==> src/rtl/pause_pkg.sv <==
package pause_pkg;
  localparam int NSRC    = 4;
  localparam int SRC_TRIG = 0;
  localparam int SRC_EXT  = 1;
  localparam int SRC_SW   = 2;
  localparam int SRC_EVT  = 3;

  typedef logic [NSRC-1:0] src_vec_t;

  // request gating: a source counts only when enabled and the sequencer runs
  function automatic src_vec_t gate_sources(input src_vec_t req,
                                            input src_vec_t en,
                                            input logic run);
    return run ? (req & en) : '0;
  endfunction
endpackage

==> src/rtl/pause_sync.sv <==
module pause_sync #(
  parameter int W      = 1,
  parameter int STAGES = 2
) (
  input  logic         clk,
  input  logic         rst_n,
  input  logic [W-1:0] d,
  output logic [W-1:0] q
);
  logic [W-1:0] stg [STAGES];

  generate
    for (genvar s = 0; s < STAGES; s++) begin : g_stage
      if (s == 0) begin : g_first
        always_ff @(posedge clk or negedge rst_n) begin
          if (!rst_n) stg[0] <= '0;
          else        stg[0] <= d;
        end
      end else begin : g_next
        always_ff @(posedge clk or negedge rst_n) begin
          if (!rst_n) stg[s] <= '0;
          else        stg[s] <= stg[s-1];
        end
      end
    end
  endgenerate

  assign q = stg[STAGES-1];
endmodule

==> src/rtl/pause_evt_match.sv <==
module pause_evt_match #(
  parameter int W = 16
) (
  input  logic         clk,
  input  logic         rst_n,
  input  logic [W-1:0] bus_sync,
  input  logic         ext_sync,
  input  logic         emu_sel,
  input  logic         emu_load,
  input  logic [W-1:0] emu_data,
  input  logic [W-1:0] pattern,
  input  logic [W-1:0] mask,
  input  logic         cond_mode,
  output logic         evt_req
);
  // compare with don't-care bits: mask 1 removes a bit from the match
  function automatic logic masked_equal(input logic [W-1:0] val,
                                        input logic [W-1:0] pat,
                                        input logic [W-1:0] ign);
    return ((val ^ pat) & ~ign) == '0;
  endfunction

  logic [W-1:0] emu_q;
  logic [W-1:0] cmp_src;
  logic         evt_hit;

  always_ff @(posedge clk or negedge rst_n) begin
    if (!rst_n)        emu_q <= '0;
    else if (emu_load) emu_q <= emu_data;
  end

  assign cmp_src = emu_sel ? emu_q : bus_sync;
  assign evt_hit = masked_equal(cmp_src, pattern, mask);
  assign evt_req = cond_mode ? evt_hit : ext_sync;

  assert_emu_load_R6: assert property (@(posedge clk) disable iff (!rst_n)
    emu_load |=> (emu_q == $past(emu_data)));

  assert_mask_all_R4: assert property (@(posedge clk) disable iff (!rst_n)
    (cond_mode && (&mask)) |-> evt_req);
endmodule

==> src/rtl/pause_hold_ctl.sv <==
module pause_hold_ctl
  import pause_pkg::*;
(
  input  logic     clk,
  input  logic     rst_n,
  input  logic     run,
  input  src_vec_t req,
  input  src_vec_t en,
  input  logic     sticky_clr,
  output logic     hold,
  output src_vec_t cause
);
  src_vec_t gated;
  logic     hold_next;
  logic     hold_set;
  logic     hold_q;
  src_vec_t cause_q;

  assign gated     = gate_sources(req, en, run);
  assign hold_next = |gated;
  assign hold_set  = hold_next && !hold_q;

  always_ff @(posedge clk or negedge rst_n) begin
    if (!rst_n) hold_q <= 1'b0;
    else        hold_q <= hold_next;
  end

  always_ff @(posedge clk or negedge rst_n) begin
    if (!rst_n)          cause_q <= '0;
    else if (hold_set)   cause_q <= gated;
    else if (sticky_clr) cause_q <= '0;
  end

  assign hold  = hold_q;
  assign cause = cause_q;

  assert_idle_no_hold_R8: assert property (@(posedge clk) disable iff (!rst_n)
    !run |=> !hold_q);

  assert_rise_has_cause_R10: assert property (@(posedge clk) disable iff (!rst_n)
    $rose(hold_q) |-> (cause_q != '0));

  assert_cause_stable_R10: assert property (@(posedge clk) disable iff (!rst_n)
    (hold_q && $past(hold_q) && !$past(sticky_clr)) |-> $stable(cause_q));

  assert_clear_R11: assert property (@(posedge clk) disable iff (!rst_n)
    (sticky_clr && !hold_set) |=> (cause_q == '0));
endmodule

==> src/rtl/pause_ctrl.sv <==
module pause_ctrl
  import pause_pkg::*;
#(
  parameter int EVT_W       = 16,
  parameter int SYNC_STAGES = 2
) (
  input  logic             clk,
  input  logic             rst_n,
  input  logic             run,
  input  logic [3:0]       src_en,
  input  logic             trig_line,
  input  logic             ext_pause,
  input  logic             sw_pause,
  input  logic [EVT_W-1:0] evt_bus,
  input  logic [EVT_W-1:0] evt_pattern,
  input  logic [EVT_W-1:0] evt_mask,
  input  logic             evt_cond,
  input  logic             emu_sel,
  input  logic             emu_load,
  input  logic [EVT_W-1:0] emu_data,
  input  logic             sticky_clr,
  output logic             hold,
  output logic [3:0]       cause
);
  logic [1:0]       pin_sync;
  logic [EVT_W-1:0] bus_sync;
  logic             evt_req;
  src_vec_t         req;
  src_vec_t         cause_w;

  pause_sync #(.W(2), .STAGES(SYNC_STAGES)) u_pin_sync (
    .clk(clk), .rst_n(rst_n), .d({ext_pause, trig_line}), .q(pin_sync));

  pause_sync #(.W(EVT_W), .STAGES(SYNC_STAGES)) u_bus_sync (
    .clk(clk), .rst_n(rst_n), .d(evt_bus), .q(bus_sync));

  pause_evt_match #(.W(EVT_W)) u_evt (
    .clk(clk), .rst_n(rst_n), .bus_sync(bus_sync), .ext_sync(pin_sync[1]),
    .emu_sel(emu_sel), .emu_load(emu_load), .emu_data(emu_data),
    .pattern(evt_pattern), .mask(evt_mask), .cond_mode(evt_cond),
    .evt_req(evt_req));

  always_comb begin
    req           = '0;
    req[SRC_TRIG] = pin_sync[0];
    req[SRC_EXT]  = pin_sync[1];
    req[SRC_SW]   = sw_pause;
    req[SRC_EVT]  = evt_req;
  end

  pause_hold_ctl u_hold (
    .clk(clk), .rst_n(rst_n), .run(run), .req(req), .en(src_en),
    .sticky_clr(sticky_clr), .hold(hold), .cause(cause_w));

  assign cause = cause_w;

  assert_sw_direct_R2: assert property (@(posedge clk) disable iff (!rst_n)
    (run && src_en[SRC_SW] && sw_pause) |=> hold);
endmodule

==> config.mk <==
export PLATFORM = sky130hd
export DESIGN_NAME = pause_ctrl
export DESIGN_NICKNAME = d
export VERILOG_FILES = /design/src/rtl/pause_pkg.sv /design/src/rtl/pause_sync.sv /design/src/rtl/pause_evt_match.sv /design/src/rtl/pause_hold_ctl.sv /design/src/rtl/pause_ctrl.sv
export SDC_FILE = /design/constraint.sdc
export NUM_CORES = 1
export LEC_CHECK = 0
export CAP_MARGIN = 15
export CORE_ASPECT_RATIO = 1.5
export CORE_MARGIN = 3
export CORE_UTILIZATION = 39
export CTS_BUF_LIST = sky130_fd_sc_hd__clkbuf_8 sky130_fd_sc_hd__clkbuf_16
export DETAILED_ROUTE_END_ITERATION = 10
export HOLD_SLACK_MARGIN = 0.1
export PLACE_DENSITY = 0.74
export SYNTH_ARGS = -nofsm -noshare
export SYNTH_HDL_FRONTEND = slang
export SYNTH_SLANG_ARGS = --single-unit
==> constraint.sdc <==
create_clock -name clk -period 1.7 [get_ports clk]
set_input_delay 0.34 -clock clk [delete_from_list [all_inputs] [get_ports clk]]
set_output_delay 0.34 -clock clk [all_outputs]
set_load 0.02 [all_outputs]
# Word-level counts from Yosys, hierarchy flattened
# Cells that the tools add are included.
# op_classes
n_bitwise,4
muxes,5
reduce_logical,5
# ops
cell,n
$and A16 B16 Y16,1
$logic_not A16 Y1,1
$mux W16,1
$not A16 Y16,1
$xor A16 B16 Y16,1
$mux W4,3
$and A4 B4 Y4,1
$reduce_or A4 Y1,1
$reduce_bool A2 Y1,1
$logic_and A1 B1 Y1,1
$logic_not A1 Y1,1
$mux W1,1
# word_totals
reg_bits,57
wordCells,21
output_inout_bits,5

# Logic depth before layout (Yosys ltp)
# Gate-level depths: netlist (run 1).
# logic_depth
depth_word,10
depth_mapped,8
depth_no_buf,6

# By module
# Synthesis (run 1) repeated with hierarchy kept, for this count alone.
# hier_totals
hier_cells,162
hier_area_um2,2317.2
# modules_own_cells
module,area_per_inst_um2,cells_each,n_inst
pause_evt_match,1008.5,82,1
pause_sync at u_bus_sync,920.9,48,1
pause_hold_ctl,272.8,26,1
pause_sync at u_pin_sync,115.1,6,1

# Worst setup path after synthesis (run 1)
# No wires, ideal clock.
# synth_timing
kind,input -> register
startpoint,input emu_sel
endpoint,register u_hold.cause_q[0] (netlist: u_hold.cause[0])
required_time_ps,1578
stages,8
slack_ps,-161
t_arrival_ps,1739
setup_time_ps,122
path_cell_list,buf_6 buf_12 mux2i_1 mux2i_1 o221ai_1 nor4_1 a21oi_2 a32o_1
# synth_via
elab_chain_cells,10
word_cells_on_any_way,11
cone_classes,mux: 4; bitwise: 3; reduce/logical: 4
# synth_rtl
item,line,rtl
from (decl),pause_ctrl.sv:18,"input logic emu_sel,"
$mux W16 (*),pause_evt_match.sv:32,assign cmp_src = emu_sel ? emu_q : bus_sync;
$xor A16 B16 Y16 (*),pause_evt_match.sv:20,return ((val ^ pat) & ~ign) == '0;
$and A16 B16 Y16 (*),pause_evt_match.sv:20,
$logic_not A16 Y1 (*),pause_evt_match.sv:20,
$mux W1 (*),pause_evt_match.sv:34,assign evt_req = cond_mode ? evt_hit : ext_sync;
$and A4 B4 Y4 (*),pause_pkg.sv:14,return run ? (req & en) : '0;
$mux W4 (*),pause_pkg.sv:14,
$reduce_or A4 Y1 (*),pause_hold_ctl.sv:20,assign hold_next = |gated;
$logic_and A1 B1 Y1 (*),pause_hold_ctl.sv:21,assign hold_set = hold_next && !hold_q;
$mux W4 or $reduce_bool A2 Y1 (tied branches),n/a,
to (signal assigned),pause_hold_ctl.sv:30,else if (hold_set) cause_q <= gated;
to (decl),pause_hold_ctl.sv:17,src_vec_t cause_q;
# Every way passes the cells marked *; elsewhere a longest branch is shown, timed or not.
# A chain may end at the register's enable or synchronous reset.

# Worst setup path in the final report (run 1)
# Same ends and word-level chain as after synthesis.

==> summary.md, run 1 <==
| Metric | Value |
|---|---|
| CP Launch Type | input port |
| Switch share | 23.2% |
| Worst-path fanout max | 8 |
| P_int | 2.47 mW |
| DR iter-0 viols | 50 |
| Power Density | 932 mW/mm² |
| Seq/Total Area, Yosys | 64.6% |
| Synth-to-layout area growth | 56.6% |
| Final setup vio count | 2 |
| Setup Crit Path Kind | in -> reg |
| GRT Util Overall | 15.0% |
| Most area-hungry cell type in the Yosys netlist | dfrtp_1 |
| R2r endpoint | u_hold.cause[0]$_DFFE_PN0P_ |
| Failing checks | setup timing |
| Hold depth | 0 |
| Power share of the clock group | 38.8% |
| First-pass GRT wire length | 7290 µm |
| Die W | 67.4 µm |
| Worst reg2reg setup slack | -0.06 ns |
| Routed len/inst | 14.7 µm |
| Initial Utilization | 41.4% |
| Setup Skew | 0.00532 ns |
| Most frequent cell on the critical path | mux2i_1 |
| CTS Buffer Depth | 2 |
| Status | finished, violations left |
| Root Buffer | clkbuf_8 |
| Crit path launch | emu_sel |
| Max Freq | 0.565 GHz |
| Worst Hold Path EP | u_bus_sync.q[10]$_DFF_PN0_ |
| Top FF cell, synth | dfrtp_1 |
| Post-synth EDFFs | 0 |
| Vias | 1,500 |
| Layout cell share with drive strength beyond 1 | 20.6% |
| Count leader, synth | dfrtp_1 |
| Routability Congestion | 0.784 |
| CP cell instances | buf_2 -> buf_12 -> mux2i_1 -> mux2i_1 -> o221ai_2 -> nor4_4 -> a21oi_4 -> a32o_1 |
| Vias in the first global route | 1,604 |
| Worst setup EP type | flop |
| Synth area leaders | dfrtp_1 (65%), mux2i_1 (10%), mux2_2 (8.2%), xor2_1 (4.4%), nor2b_1 (2.3%) |
| Hpwl dp | 3470 µm |
| Layout Utilization | 64.9% |
| Fill cells | 407 |
| Avg Inst Size Synth | 14.9 µm² |
| Clk_lat worst skew | 0.33 ns |
| CP max stage cell | nor4_4 |
| Port Buffers | 82 |
| Design Power | 3.22 mW |
| Peak VDD IR | 0.648 mV |
| Final Slew Violations | 0 |
| Synth Register Bits | 57 |
| Setup TNS | -0.130 ns |
| Cell area after synthesis | 0.00221 mm² |
| Hold path start | u_bus_sync.stg[26]$_DFF_PN0_ |
| Share of the synthesized area in the top cell type | 64.6% |
| Reg clk slew, reported paths | 0.07 ns |
| I/O pin cnt | 83 |
| Syn. warnings | 0 |
| Clk sink count | 57 |
| Synth async-reset ratio | 100% |
| RSZ-0062 raised after global routing | yes |
| Worst min-delay path class | reg -> reg |
| Part of the power in registers | 46.1% |
| Max_slew headroom | 74.2% |
| WL final | 4720 µm |
| Max stage delay on crit path | 0.32 ns |
| Worst Path Arrival | 1.99 ns |
| Placed cell area | 0.00315 mm² |
| Worst-Margin Slew | 0.387 ns |
| Leading cell types by count after synthesis | dfrtp_1 (57), mux2i_1 (22), mux2_2 (16) |
| CORE AREA | 0.00533 mm² |
| Period minus WS final | 1.77 ns |
| Combinational fraction of design power | 15.1% |
| Kind of cell adding the most delay to the critical path | multiplexers |
| Antenna fix cells | 0 |
| Die ar. | 0.00662 mm² |
| Initial antenna violation count | 0 |
| Largest net degree at the start of global routing | 58 |
| Die H | 98.1 µm |
| Worst reg-to-reg path cell count | 6 |
| Final instance area | 0.00346 mm² |
| Static leakage | 1.49 nW |
| Max_cap viols | 0 |
| CTS H-Tree Depth | 3 |
| Row count | 32 |
| CTS buffer count | 9 |
| DRT Pass-1 Iters | 4 |
| Post-route ant nets | 0 |
| Placed Cells | 300 |
| CP Data Required Time | 1.92 ns |
| Final hold violations | 0 |
| Final Non-Filler Cells | 321 |
| Reg2Reg Launch Point | u_evt.emu_q[1]$_DFFE_PN0P_ |
| Mapped Nets | 226 |
| Hold_ws | 0.347 ns |
| Layout Nets | 326 |
| Psw | 0.748 mW |
| GRT overflow | 0 |
| Unique masters post-synth | 27 |
| Dpl ws | -0.841 ns |
| Setup ws final | -0.0694 ns |
| Final Cycle Share | 104% |
| Critical path buffer and inverter count | 2 |
| DRC | 0 |
| Vias/cell | 4.67 |
| Syn Inst Count | 148 |
| CTS tree | done |
-- power by group through the flow --
stage	combinational, mW	sequential, mW	clock (mW)
after global placement	0.454	1.51	0
after global routing	0.527	1.49	1.35
after detailed placement	0.461	1.51	0
after floorplan	0.182	1.51	0
after CTS	0.485	1.48	1.29
final	0.486	1.48	1.25
-- state kept, by name, indices dropped and copies added (netlist names) --
signal	flops
u_evt.emu_q	16
u_bus_sync.q	16
u_hold.hold	1
u_pin_sync.q	2
u_pin_sync.stg	2
u_bus_sync.stg	16
u_hold.cause	4
-- area by class of cell --
class                      count  area [µm²]  share of cell area (%)
multi-input combinational     85         781                    22.6
tap                           68        85.1                    2.46
clock inverter                 6        66.3                    1.92
clock buffer                  10         138                    3.98
inverter                       2        7.51                   0.217
sequential                    57        1430                    41.3
timing repair buffer          93         952                    27.6
-- kinds of logic (layout without fill, tap and decap cells) --
kind of cell / after synthesis / in the layout / synth area share, %
mux: 38 / 38 / 18.1
buf+inv: 6 / 111 / 2.10
compound gates: 13 / 13 / 4.76
simple gates: 23 / 23 / 6.01
xor+xnor: 11 / 11 / 4.36
flops: 57 / 57 / 64.6
-- cells in the final DEF, fill, tap and decap left out, types with 3 or more instances in the layout --
master / instances
nor2_1: 6
o22ai_1: 3
xor2_1: 11
buf_4: 6
nor2b_1: 8
dfrtp_1: 57
mux2_2: 16
clkbuf_8: 10
clkinvlp_4: 3
mux2i_1: 20
clkdlybuf4s50_1: 79
buf_12: 3
-- worst reg2reg max path, cell delays in order (launching register included) --
cell and delay [ns]:
dfrtp_1 0.37, mux2i_1 0.22, mux2i_1 0.26, o221ai_2 0.15, nor4_4 0.32, a21oi_4 0.11
a32o_1 0.21
-- layer usage --
layer  vias up  track usage, %  part of all wire, %
met3         7            4.95                  6.5
li1        728               -                    -
met1       707            17.3                   38
met4         0            5.63                  1.3
met2        58            25.3                   54
met5         -               0                    0
-- timing repair --
action,CTS,global route
endpoints found under the setup margin,6,5
pin swaps,6,5
buffers inserted,2,1
cloned,1,0
hold endpoints to repair,57,0
resized for setup,12,3
hold buffers,1,0
-- worst max-delay path by stage --
stage,to,depth (start not counted),slack (ns)
floorplan,u_hold.cause[0]$_DFFE_PN0P_,8,-0.15
global placement,u_hold.cause[0]$_DFFE_PN0P_,8,-0.78
detailed placement,u_hold.cause[2]$_DFFE_PN0P_,8,-0.84
CTS,u_hold.cause[2]$_DFFE_PN0P_,7,-0.05
global route,u_hold.cause[2]$_DFFE_PN0P_,6,-0.21
finish,u_hold.cause[0]$_DFFE_PN0P_,8,-0.07
Power figures use the tool's default switching activity.
==> run 2: changes to the inputs <==
--- a/config.mk
+++ b/config.mk
@@ -6,7 +6,7 @@
 export NUM_CORES = 1
 export LEC_CHECK = 0
 export CAP_MARGIN = 15
-export CORE_ASPECT_RATIO = 1.5
+export CORE_ASPECT_RATIO = 0.8
 export CORE_MARGIN = 3
 export CORE_UTILIZATION = 39
 export CTS_BUF_LIST = sky130_fd_sc_hd__clkbuf_8 sky130_fd_sc_hd__clkbuf_16
==> run 2 against run 1 <==
Net effect:
- the flow still finishes with violations (setup timing)
- combinational power grew 1%
- fmax shrank 3.4%
- final cell count grew 2.5%
- clock skew is essentially flat
- core utilization grew 1.3 points
- sequential cell count is the same
- count of clock-buffer cells in the layout shrank 1
- critical path type unchanged
==> summary.md, run 2 (synthesis results as in run 1) <==
| Metric | Value |
|---|---|
| Status | finished, violations left |
| Failing checks | setup timing |
| DRC | 0 |
| CP Launch Type | input port |
| Layout Nets | 327 |
| P_int | 2.56 mW |
| Busiest grt layer | met2 |
| Worst-path fanout max | 8 |
| Part of the power in registers | 44.9% |
| Worst-Margin Slew | 0.357 ns |
| Static leakage | 1.52 nW |
| Port Buffers | 82 |
| Worst reg2reg setup slack | -0.10 ns |
| Vias | 1,501 |
| Clk sink count | 57 |
| Synth-to-layout area growth | 57.0% |
| Setup Skew | 0.00516 ns |
| Setup ws final | -0.131 ns |
| CTS buffer count | 9 |
| Vias/cell | 4.56 |
| CP endpoint | u_hold.cause[2]$_DFFE_PN0P_ |
| Max stage delay on crit path | 0.33 ns |
| CP max stage cell | nor4_4 |
| CTS H-Tree Depth | 3 |
| Layout Utilization | 66.1% |
| Vias in the first global route | 1,663 |
| Max_slew headroom | 76.2% |
| First-pass GRT wire length | 8200 µm |
| Power share of the clock group | 40.3% |
| Placed cell area | 0.00319 mm² |
| Final Cycle Share | 108% |
| Largest net degree at the start of global routing | 58 |
| Period minus WS final | 1.83 ns |
| Setup Crit Path Kind | in -> reg |
| DR iter-0 viols | 74 |
| Psw | 0.739 mW |
| Post-route ant nets | 0 |
| CP Data Required Time | 1.92 ns |
| Die W | 90.1 µm |
| GR met1 Demand/Resource | 20.2% |
| GRT met2 Usage | 27.5% |
| Die H | 73.3 µm |
| Worst Path Arrival | 2.05 ns |
| Commonest non-fill, non-tap cell in the layout | clkdlybuf4s50_1 |
| Reg clk slew, reported paths | 0.06 ns |
| Switch share | 22.4% |
| Worst min-delay path class | reg -> reg |
| Max Freq | 0.546 GHz |
| I/O pin cnt | 83 |
| DRT Pass-1 Iters | 6 |
| Hpwl dp | 3680 µm |
| Routability Congestion | 0.905 |
| Layout cell share with drive strength beyond 1 | 18.9% |
| Initial antenna violation count | 0 |
| Commonest non-fill, non-tap cells in the layout | clkdlybuf4s50_1 (79), dfrtp_1 (57), mux2i_1 (22) |
| GRT overflow | 0 |
| GRT Util Overall | 16.8% |
| Peak VDD IR | 0.575 mV |
| Final setup vio count | 4 |
| Combinational fraction of design power | 14.9% |
| Final instance area | 0.00346 mm² |
| Fill cells | 398 |
| R2r endpoint | u_hold.cause[2]$_DFFE_PN0P_ |
| Setup TNS | -0.368 ns |
| Max_cap viols | 0 |
| Row count | 23 |
| Final Non-Filler Cells | 329 |
| Root Buffer | clkbuf_8 |
| CTS Buffer Depth | 2 |
| Clk_lat worst skew | 0.33 ns |
| Reg2Reg Launch Point | u_evt.emu_q[1]$_DFFE_PN0P_ |
| RSZ-0062 raised after global routing | yes |
| CP cell instances | buf_2 -> buf_12 -> mux2i_1 -> mux2i_1 -> o221ai_2 -> nor4_4 -> a21oi_4 -> a32o_1 |
| Crit path launch | emu_sel |
| Initial Utilization | 42.1% |
| CORE AREA | 0.00524 mm² |
| Final hold violations | 0 |
| Placed Cells | 311 |
| Most frequent cell on the critical path | mux2i_1 |
| Worst setup EP type | flop |
| Routed len/inst | 15.2 µm |
| WL final | 5010 µm |
| Met3 Use GR | 5.73% |
| Hold_ws | 0.344 ns |
| Antenna fix cells | 0 |
| Power Density | 953 mW/mm² |
| Die ar. | 0.00660 mm² |
| Worst reg-to-reg path cell count | 6 |
| CTS tree | done |
| Final Slew Violations | 0 |
## run 2: through the flow
stage          setup WS [ns]  total power, mW
6_report              -0.131             3.30
3_3_place_gp          -0.845             1.97
3_5_place_dp          -0.827             1.98
4_1_cts               -0.162             3.33
5_1_grt               -0.190             3.45
2_1_floorplan         -0.149             1.69
## run 2: timing repair
item	in CTS	in global routing
cloned	1	0
resized for setup	9	2
setup endpoints to repair	5	6
hold buffers	1	0
buffers inserted	0	0
pin swaps	5	2
endpoints found under the hold margin	57	0
## run 2: layout make-up
| class | count | area [µm²] | area share (%) |
|---|---|---|---|
| clock buffer | 9 | 124 | 3.58 |
| clock inverter | 7 | 86.3 | 2.49 |
| inverter | 2 | 7.51 | 0.217 |
| multi-input combinational | 85 | 763 | 22.0 |
| sequential | 57 | 1430 | 41.2 |
| tap | 75 | 93.8 | 2.71 |
| timing repair buffer | 94 | 963 | 27.8 |
## run 2: worst min path at each step
stage	from	endpoint	slack, ns	cells past startpoint
3_5_place_dp	u_bus_sync.stg[26]$_DFF_PN0_	u_bus_sync.q[10]$_DFF_PN0_	0.33	0
4_1_cts	u_bus_sync.stg[19]$_DFF_PN0_	u_bus_sync.q[3]$_DFF_PN0_	0.35	0
6_report	u_bus_sync.stg[19]$_DFF_PN0_	u_bus_sync.q[3]$_DFF_PN0_	0.34	0
2_1_floorplan	rst_n	u_bus_sync.q[0]$_DFF_PN0_	0.04	0
5_1_grt	u_bus_sync.stg[26]$_DFF_PN0_	u_bus_sync.q[10]$_DFF_PN0_	0.36	0
3_3_place_gp	u_bus_sync.stg[20]$_DFF_PN0_	u_bus_sync.q[4]$_DFF_PN0_	0.33	0
## run 2: per-layer routing
layer | part of all wire, % | up-vias | wire [µm]
met5 | 0 | - | 0
met4 | 1.6 | 0 | 78
met3 | 3.9 | 8 | 193
met2 | 53 | 29 | 2630
met1 | 42 | 737 | 2110
li1 | - | 727 | -
## run 2: power by group through the flow
stage | Sequential (mW) | Combinational (mW) | Clock [mW]
2_1_floorplan | 1.51 | 0.182 | 0
3_3_place_gp | 1.51 | 0.463 | 0
3_5_place_dp | 1.51 | 0.470 | 0
4_1_cts | 1.48 | 0.491 | 1.36
5_1_grt | 1.49 | 0.533 | 1.42
6_report | 1.48 | 0.491 | 1.33
## run 2: critical path, delay by kind of cell
kind	cells	cell delay [ns]
compound gates	3	0.51
mux	2	0.54
simple gates	1	0.33
buf+inv	2	0.32
==> run 3: changes to the inputs <==
--- a/config.mk
+++ b/config.mk
@@ -8,11 +8,12 @@
 export CAP_MARGIN = 15
 export CORE_ASPECT_RATIO = 0.8
 export CORE_MARGIN = 3
-export CORE_UTILIZATION = 39
+export CORE_UTILIZATION = 40
 export CTS_BUF_LIST = sky130_fd_sc_hd__clkbuf_8 sky130_fd_sc_hd__clkbuf_16
 export DETAILED_ROUTE_END_ITERATION = 10
 export HOLD_SLACK_MARGIN = 0.1
-export PLACE_DENSITY = 0.74
+export PLACE_DENSITY = 0.75
 export SYNTH_ARGS = -nofsm -noshare
 export SYNTH_HDL_FRONTEND = slang
+export SYNTH_HIERARCHICAL = 1
 export SYNTH_SLANG_ARGS = --single-unit
==> constraint.sdc (replaced) <==
create_clock -name clk -period 1.7 [get_ports clk]
set_input_delay 0.34 -clock clk [delete_from_list [all_inputs] [get_ports clk]]
set_output_delay 0.34 -clock clk [all_outputs]
set_load 0.1 [all_outputs]
==> run 3 against run 2 <==
Net effect:
- hold slack got worse by 0.0043 ns
- final cell count fell by 1.2%
- clock skew rose by 0.0031 ns
- clock power fell by 9%
- critical path depth did not move
- sequential share of layout area did not move
- first-iteration DRC count fell by 41%
- highest routed layer unchanged
- the run still ends with setup timing left
- global-route usage fell by 1.1 points
- largest cell class unchanged
- wire length fell by 5.4%
- register-to-register slack got worse by 0.09 ns
- core utilization fell by 3.4 points
==> summary.md, run 3 <==
| Metric | Value |
|---|---|
| Final hold violations | 0 |
| Vias | 1,491 |
| CTS tree | done |
| Worst setup EP type | flop |
| Final Cycle Share | 111% |
| Worst-Margin Slew | 0.340 ns |
| Die ar. | 0.00675 mm² |
| Final Slew Violations | 0 |
| Leading cell types by count after synthesis | dfrtp_1 (57), buf_4 (18), mux2_2 (16), mux2i_1 (16), xor2_1 (16) |
| Commonest non-fill, non-tap cell in the layout | clkdlybuf4s50_1 |
| DRC | 0 |
| Synth-to-layout area growth | 49.5% |
| Max Freq | 0.529 GHz |
| Mapped Nets | 240 |
| Failing checks | setup timing |
| Layout cell share with drive strength beyond 1 | 23.1% |
| Count leader, synth | dfrtp_1 |
| Port Buffers | 82 |
| Routed len/inst | 14.6 µm |
| Power Density | 940 mW/mm² |
| Worst Path Arrival | 2.09 ns |
| Max_cap viols | 0 |
| Row count | 24 |
| CORE AREA | 0.00553 mm² |
| Clk_lat worst skew | 0.32 ns |
| Period minus WS final | 1.89 ns |
| GRT Util Overall | 15.6% |
| Syn. warnings | 6 |
| Die H | 74.1 µm |
| Worst min-delay path class | reg -> reg |
| Synth async-reset ratio | 100% |
| Hpwl dp | 3440 µm |
| Worst reg2reg setup slack | -0.19 ns |
| Die W | 91.1 µm |
| Vias/cell | 4.59 |
| Most area-hungry cell type in the Yosys netlist | dfrtp_1 |
| Dpl ws | -0.816 ns |
| Top FF cell, synth | dfrtp_1 |
| Routability Congestion | 0.730 |
| DRT Pass-1 Iters | 4 |
| Cell area after synthesis | 0.00232 mm² |
| Setup Skew | 0.00823 ns |
| Fill cells | 462 |
| Largest net degree at the start of global routing | 58 |
| Seq/Total Area, Yosys | 61.6% |
| Worst-path fanout max | 3 |
| Initial Utilization | 41.9% |
| Post-route ant nets | 0 |
| I/O pin cnt | 83 |
| Post-synth EDFFs | 0 |
| First-pass GRT wire length | 7760 µm |
| RSZ-0062 raised after global routing | yes |
| Synth area leaders | dfrtp_1 (62%), mux2_2 (7.8%), mux2i_1 (6.9%), xor2_1 (6.0%), buf_4 (5.8%) |
| CP Launch Type | flop |
| Commonest non-fill, non-tap cells in the layout | clkdlybuf4s50_1 (75), dfrtp_1 (57), xor2_1 (16), mux2_2 (16), mux2i_1 (14) |
| Initial antenna violation count | 0 |
| Vias in the first global route | 1,658 |
| Syn Inst Count | 162 |
| GRT overflow | 0 |
| Clk sink count | 57 |
| CP Data Required Time | 1.90 ns |
| Max_slew headroom | 77.3% |
| Setup ws final | -0.190 ns |
| Avg Inst Size Synth | 14.3 µm² |
| Unique masters post-synth | 23 |
| Final setup vio count | 5 |
| Static leakage | 1.49 nW |
| CTS H-Tree Depth | 3 |
| Layout Nets | 321 |
| Synth Register Bits | 57 |
| WL final | 4740 µm |
| Status | finished, violations left |
| Setup TNS | -0.709 ns |
| Antenna fix cells | 0 |
| CTS buffer count | 9 |
| Root Buffer | clkbuf_8 |
| Peak VDD IR | 0.548 mV |
| Setup Crit Path Kind | reg -> reg |
| DR iter-0 viols | 44 |
| CTS Buffer Depth | 2 |
| Share of the synthesized area in the top cell type | 61.6% |
| Reg clk slew, reported paths | 0.06 ns |
run 3: cell count changes in the layout (fill, tap and decap cells not counted), sizes merged, moves of 5 or more:
| cell | delta |
|---|---|
| xor2 | +5 |
| o22ai | +8 |
| nor2b | -7 |
| mux2i | -6 |
run 3: repair_timing:
action / 4_1_cts / 5_1_grt
endpoints found under the hold margin: 57 / 0
pin swaps: 11 / 6
setup buffers: 5 / 0
endpoints found under the setup margin: 5 / 5
hold buffers: 1 / 0
gates resized for setup: 12 / 1
run 3: power breakdown:
| part | switching (mW) | internal (mW) | leakage, nW | total [mW] |
|---|---|---|---|---|
| clock | 0.469 | 0.737 | 0.106 | 1.21 |
| combinational | 0.230 | 0.330 | 0.715 | 0.560 |
| sequential | 0.0425 | 1.45 | 0.673 | 1.49 |
| total | 0.742 | 2.51 | 1.49 | 3.26 |
run 3: final timing paths:
| check | start | endpoint | cells past startpoint |
|---|---|---|---|
| setup / recovery | u_evt/emu_q[12]$_DFFE_PN0P_ | u_hold/cause[2]$_DFFE_PN0P_ | 8 |
| hold / removal | u_pin_sync/stg[2]$_DFF_PN0_ | u_pin_sync/q[0]$_DFF_PN0_ | 0 |
| max in group asynchronous | rst_n | u_bus_sync/q[1]$_DFF_PN0_ | 3 |
| setup reg to reg | u_evt/emu_q[12]$_DFFE_PN0P_ | u_hold/cause[2]$_DFFE_PN0P_ | 8 |
| hold reg to reg | u_pin_sync/stg[2]$_DFF_PN0_ | u_pin_sync/q[0]$_DFF_PN0_ | 0 |
| min in group asynchronous | rst_n | u_bus_sync/stg[25]$_DFF_PN0_ | 3 |
run 3: critical path, stage by stage (launching register included):
cell and delay [ns]:
dfrtp_1 0.39, mux2i_1 0.18, xor2_1 0.19, o22ai_2 0.10, nor4_2 0.31, a31o_1 0.26
a22oi_2 0.10, a21oi_1 0.14, o22ai_1 0.09
run 3: logic make-up (layout without fill, tap and decap cells):
group / after synthesis / after routing / share of synthesized area, %
xor gates and xnor gates: 16 / 16 / 6.05
muxes: 32 / 32 / 14.7
buffers and inverters: 23 / 108 / 7.99
DFF: 57 / 57 / 61.6
and+or+nand+nor: 14 / 14 / 3.35
AOI/OAI and AO/OA: 20 / 20 / 6.37
run 3: through the flow:
stage	hold WS, ns	instances	power (mW)	util (%)	cell area, µm²
3_5_place_dp	0.335	304	2.05	57.6	3180
2_1_floorplan	0.0444	162	1.77	-	2330
4_1_cts	0.341	325	3.31	62.6	3460
6_report	0.339	325	3.26	62.7	3460
5_1_grt	0.350	325	3.42	62.7	3460
3_3_place_gp	0.332	304	2.04	57.6	3180
run 3: metal layers:
metal	wire length, µm	global-route usage [%]	share of wire (%)	vias up
met5	0	0	0	-
met4	40	5.02	0.84	0
met3	422	7.38	8.9	5
met2	2330	26.3	49	67
met1	1950	18.1	41	720
li1	-	-	-	699
run 3: cell type report:
type / instances / area [µm²] / area share, %
repair buffers: 93 / 1020 / 29.3
clock inverters: 4 / 43.8 / 1.26
flip-flops and latches: 57 / 1430 / 41.2
clock buffers: 11 / 151 / 4.37
well taps: 78 / 97.6 / 2.82
multi-input cells: 82 / 729 / 21.1
